$ cat config.mk
export PLATFORM = sky130hd
export DESIGN_NAME = skip_adder
export DESIGN_NICKNAME = d
export VERILOG_FILES = /design/src/rtl/skip_adder.sv
export SDC_FILE = /design/constraint.sdc
export NUM_CORES = 1
export LEC_CHECK = 0
export ABC_AREA = 0
export BUFFER_PORTS_ARGS = -buffer_cell sky130_fd_sc_hd__buf_2
export CELL_PAD_IN_SITES_DETAIL_PLACEMENT = 0
export CELL_PAD_IN_SITES_GLOBAL_PLACEMENT = 1
export CORE_MARGIN = 3
export CORE_UTILIZATION = 27
export DETAILED_ROUTE_END_ITERATION = 8
export GPL_ROUTABILITY_DRIVEN = 0
export PLACE_DENSITY_LB_ADDON = 0.1
export SYNTH_ARGS = -nofsm -noshare
export SYNTH_HDL_FRONTEND = slang
export SYNTH_SLANG_ARGS = --single-unit
export TNS_END_PERCENT = 50
$ cat constraint.sdc
create_clock -name vclk -period 8.78
set_clock_uncertainty 0.2 [all_clocks]
set_input_delay 0.878 -clock vclk [all_inputs]
set_output_delay 0.878 -clock vclk [all_outputs]
set_load 0.02 [all_outputs]
$ cat src/rtl/skip_adder.sv
module skip_adder #(
  parameter int WIDTH   = 16,
  parameter int GRP     = 4,
  parameter bit L2_SKIP = 1'b0
) (
  input  logic [WIDTH-1:0] a_in,
  input  logic [WIDTH-1:0] b_in,
  input  logic             c_in,
  output logic [WIDTH-1:0] sum_out,
  output logic             c_out
);
  localparam int NG = WIDTH / GRP;

  logic [WIDTH-1:0] gen;
  logic [WIDTH-1:0] prp;

  assign gen = a_in & b_in;
  assign prp = a_in ^ b_in;

  if (WIDTH % GRP != 0) begin : g_bad_size
    $error("GRP must divide WIDTH");
  end

  for (genvar k = 0; k < NG; k++) begin : gb
    logic           cin_g;
    logic [GRP:0]   rip;
    logic           bypass;
    logic           cl1;
    logic           cout_g;

    if (k == 0) begin : g_first
      assign cin_g = c_in;
    end else begin : g_next
      assign cin_g = gb[k-1].cout_g;
    end

    assign bypass = &prp[k*GRP +: GRP];

    always_comb begin
      rip[0] = cin_g;
      for (int j = 0; j < GRP; j++)
        rip[j+1] = gen[k*GRP+j] | (prp[k*GRP+j] & rip[j]);
    end

    assign cl1 = bypass ? cin_g : rip[GRP];

    if (L2_SKIP && (k % 2 == 1)) begin : g_pair
      logic both;
      assign both   = bypass & gb[k-1].bypass;
      assign cout_g = both ? gb[k-1].cin_g : cl1;
      always_comb begin
        AST_L2_SAME: assert (cout_g == cl1);
      end
    end else begin : g_single
      assign cout_g = cl1;
    end

    assign sum_out[k*GRP +: GRP] = prp[k*GRP +: GRP] ^ rip[GRP-1:0];

    always_comb begin
      if (bypass) begin
        AST_SKIP_PASS: assert (cout_g == cin_g);
      end else begin
        AST_RIPPLE_USED: assert (cout_g == rip[GRP]);
      end
    end
  end

  assign c_out = gb[NG-1].cout_g;

  always_comb begin
    AST_SUM_EXACT: assert (sum_out == WIDTH'(a_in + b_in + WIDTH'(c_in)));
    AST_CARRY_EXACT: assert (c_out == (({1'b0, a_in} + {1'b0, b_in} + {{WIDTH{1'b0}}, c_in}) >> WIDTH));
  end
endmodule

==> metrics <==
crit-path max FO=2; Startpoint Class=input port; Required @ worst endpoint=~7700 ps; worst slew pin tran=~190 ps; Routed WL=approximately 1500 µm; Highest Clock Rate=around 120 MHz; busiest grt layer=met2; area delta synth->final=61.1%; drt drc=0; RSZ-0062 raised after global routing=yes; Post-Syn Area per Cell=roughly 12 µm²; final HPWL from detailed placement=1350 µm; # setup viols final=0; critical path arrival=between 7000 and 8000 ps; first-pass GRT wire length=between 2000 and 2500 µm; initial antenna violation count=0; XOR/XNOR share of the synthesized area=0%; period utilization=a little over nine tenths; Seq Cell Count=0; cell repeated most along the worst path=fa_2; sequential area share after synthesis=0%; top post-synthesis cells by area=fa_1 50%, ha_1 31%, inv_1 5.3%; total congestion overflow=0; clk_buf instances=0; commonest non-fill, non-tap cell in the layout=buf_2; WS Path Type=in2out; I/O pin count=50; Die Y=about 55 µm; Hold Path Sink=sum_out[3]; First-pass DRT Iterations=2; Max Cap Violations=0; Register Area=0 µm²; Simple-Gate Fraction of Synth Area=6.81%; hold path startpoint=b_in[3]; share of the synthesized area in the top cell type=between 40% and 50%; fin. max-slew vios=0; synthesized area=about 640 µm²; footprint of the multi-input gates=approximately 650 µm²; gr usage total=between 10 and 15%; fill count=about 230; largest family of logic cells by synthesized area=adder cells; GR Util met2=19.3%; layout cells sized above 1=between 60 and 70%; drt wl/cell=between 10 and 15 µm; worst hold path depth=3; Tmin final=roughly 8500 ps; Power Total=between 0.08 and 0.09 mW; Core ar.=between 2000 and 2500 µm²; Buf+Inv Stages, Crit Path=6; met1 GRT Util=between 10% and 20%; Post-DRT Antenna Nets=0; worst hold-check path type=in2out; Final Hold Viols=0; port buffer count=50; post-synthesis compound-gate area fraction=about 4.7%; mux cell area share after synthesis=2.33%; Slowest cell on crit path=fa_1; hold_buf cts=0; Syn Inst Count=55; CP top delay family=adder cells; adder-cell share of the synthesized area=between 80% and 90%; Initial Util=around 29%; post-synth top area cell=fa_1; worst ir drop on vdd=a little over 40 µV; largest net degree at the start of global routing=4; die footprint=~3000 µm²; CP peak stage delay=around 400 ps; worst rel slew slack=87.5%; num rows=17; Ant. Diodes=0; Vias=590; Post-Syn Nets=120; most frequent cells in the layout=49 x buf_2, 16 x ha_1, 14 x fa_2; Pleak=between 0.5 and 0.6 nW; GRT met3 Usage=0.817%; Final #Nets=180; power density over the cells=between 80 and 90 nW/µm²; status=completed; vias in the first global route=just under 600; post-synth cell types=11; DRT iter0 DRCs=4; Setup TNS=0 ps; yosys synthesis warning count=0; Vias/cell=about 4.2; nature of the critical path endpoint=output port; Die Wd=between 50 and 60 µm
metal layers:
| layer | part of all wire (%) | wire [µm] |
|---|---|---|
| met5 | 0 | 0 |
| met4 | 0 | 0 |
| met3 | 9.8 | 143 |
| met2 | 51 | 742 |
| met1 | 39 | 569 |
worst max path at each step:
stage | startpoint | to | cells after the start
2_1_floorplan | a_in[0] | sum_out[15] | 25
3_3_place_gp | a_in[0] | sum_out[15] | 27
3_5_place_dp | a_in[0] | sum_out[15] | 27
4_1_cts | a_in[0] | sum_out[15] | 27
5_1_grt | a_in[0] | sum_out[15] | 27
6_report | a_in[0] | sum_out[15] | 27
repair_timing:
item	4_1_cts	5_1_grt
setup buffers	1	0
pin swaps	0	2
setup endpoints to repair	2	2
gates resized for setup	11	7
area by class of cell:
| type | count | share of cell area, % |
|---|---|---|
| Inverter | 9 | 3.26 |
| Tap cell | 28 | 3.38 |
| Multi-Input combinational cell | 46 | 63.2 |
| Timing Repair Buffer | 58 | 30.2 |
logic make-up (layout without fill, tap and decap cells):
family                   after synthesis  count (layout)
AO/OA/AOI/OAI                          4               4
AND/OR/NAND/NOR                        9               9
buffers and inverters                  9              67
adder cells (fa/ha/maj)               32              32
multiplexers                           1               1
power by group:
group / internal [mW] / leakage [nW] / switching [mW]
clock: 0 / 0 / 0
sequential: 0 / 0 / 0
combinational: 0.0353 / 0.546 / 0.0488
Yosys cell counts:
library cell,count
a22oi_1,1
nand2_1,2
ha_1,16
inv_1,9
a41oi_1,1
nand4_1,4
nor2_1,3
o21ai_2,1
mux2_4,1
fa_1,16
a21oi_1,1
per-stage QoR:
| stage | cell area (µm²) | hold WS (ps) | instances | util [%] | setup slack (ps) |
|---|---|---|---|---|---|
| 4_1_cts | 1020 | 1960 | 141 | 45.7 | 27.0 |
| 2_1_floorplan | 643 | 1810 | 55 | - | 63.6 |
| 3_5_place_dp | 981 | 1960 | 140 | 43.9 | -400 |
| 6_report | 1040 | 1990 | 141 | 46.4 | 240 |
| 3_3_place_gp | 981 | 1960 | 140 | 43.9 | -333 |
| 5_1_grt | 1040 | 2010 | 141 | 46.4 | -28.8 |
(Power assumes the default switching activity.)
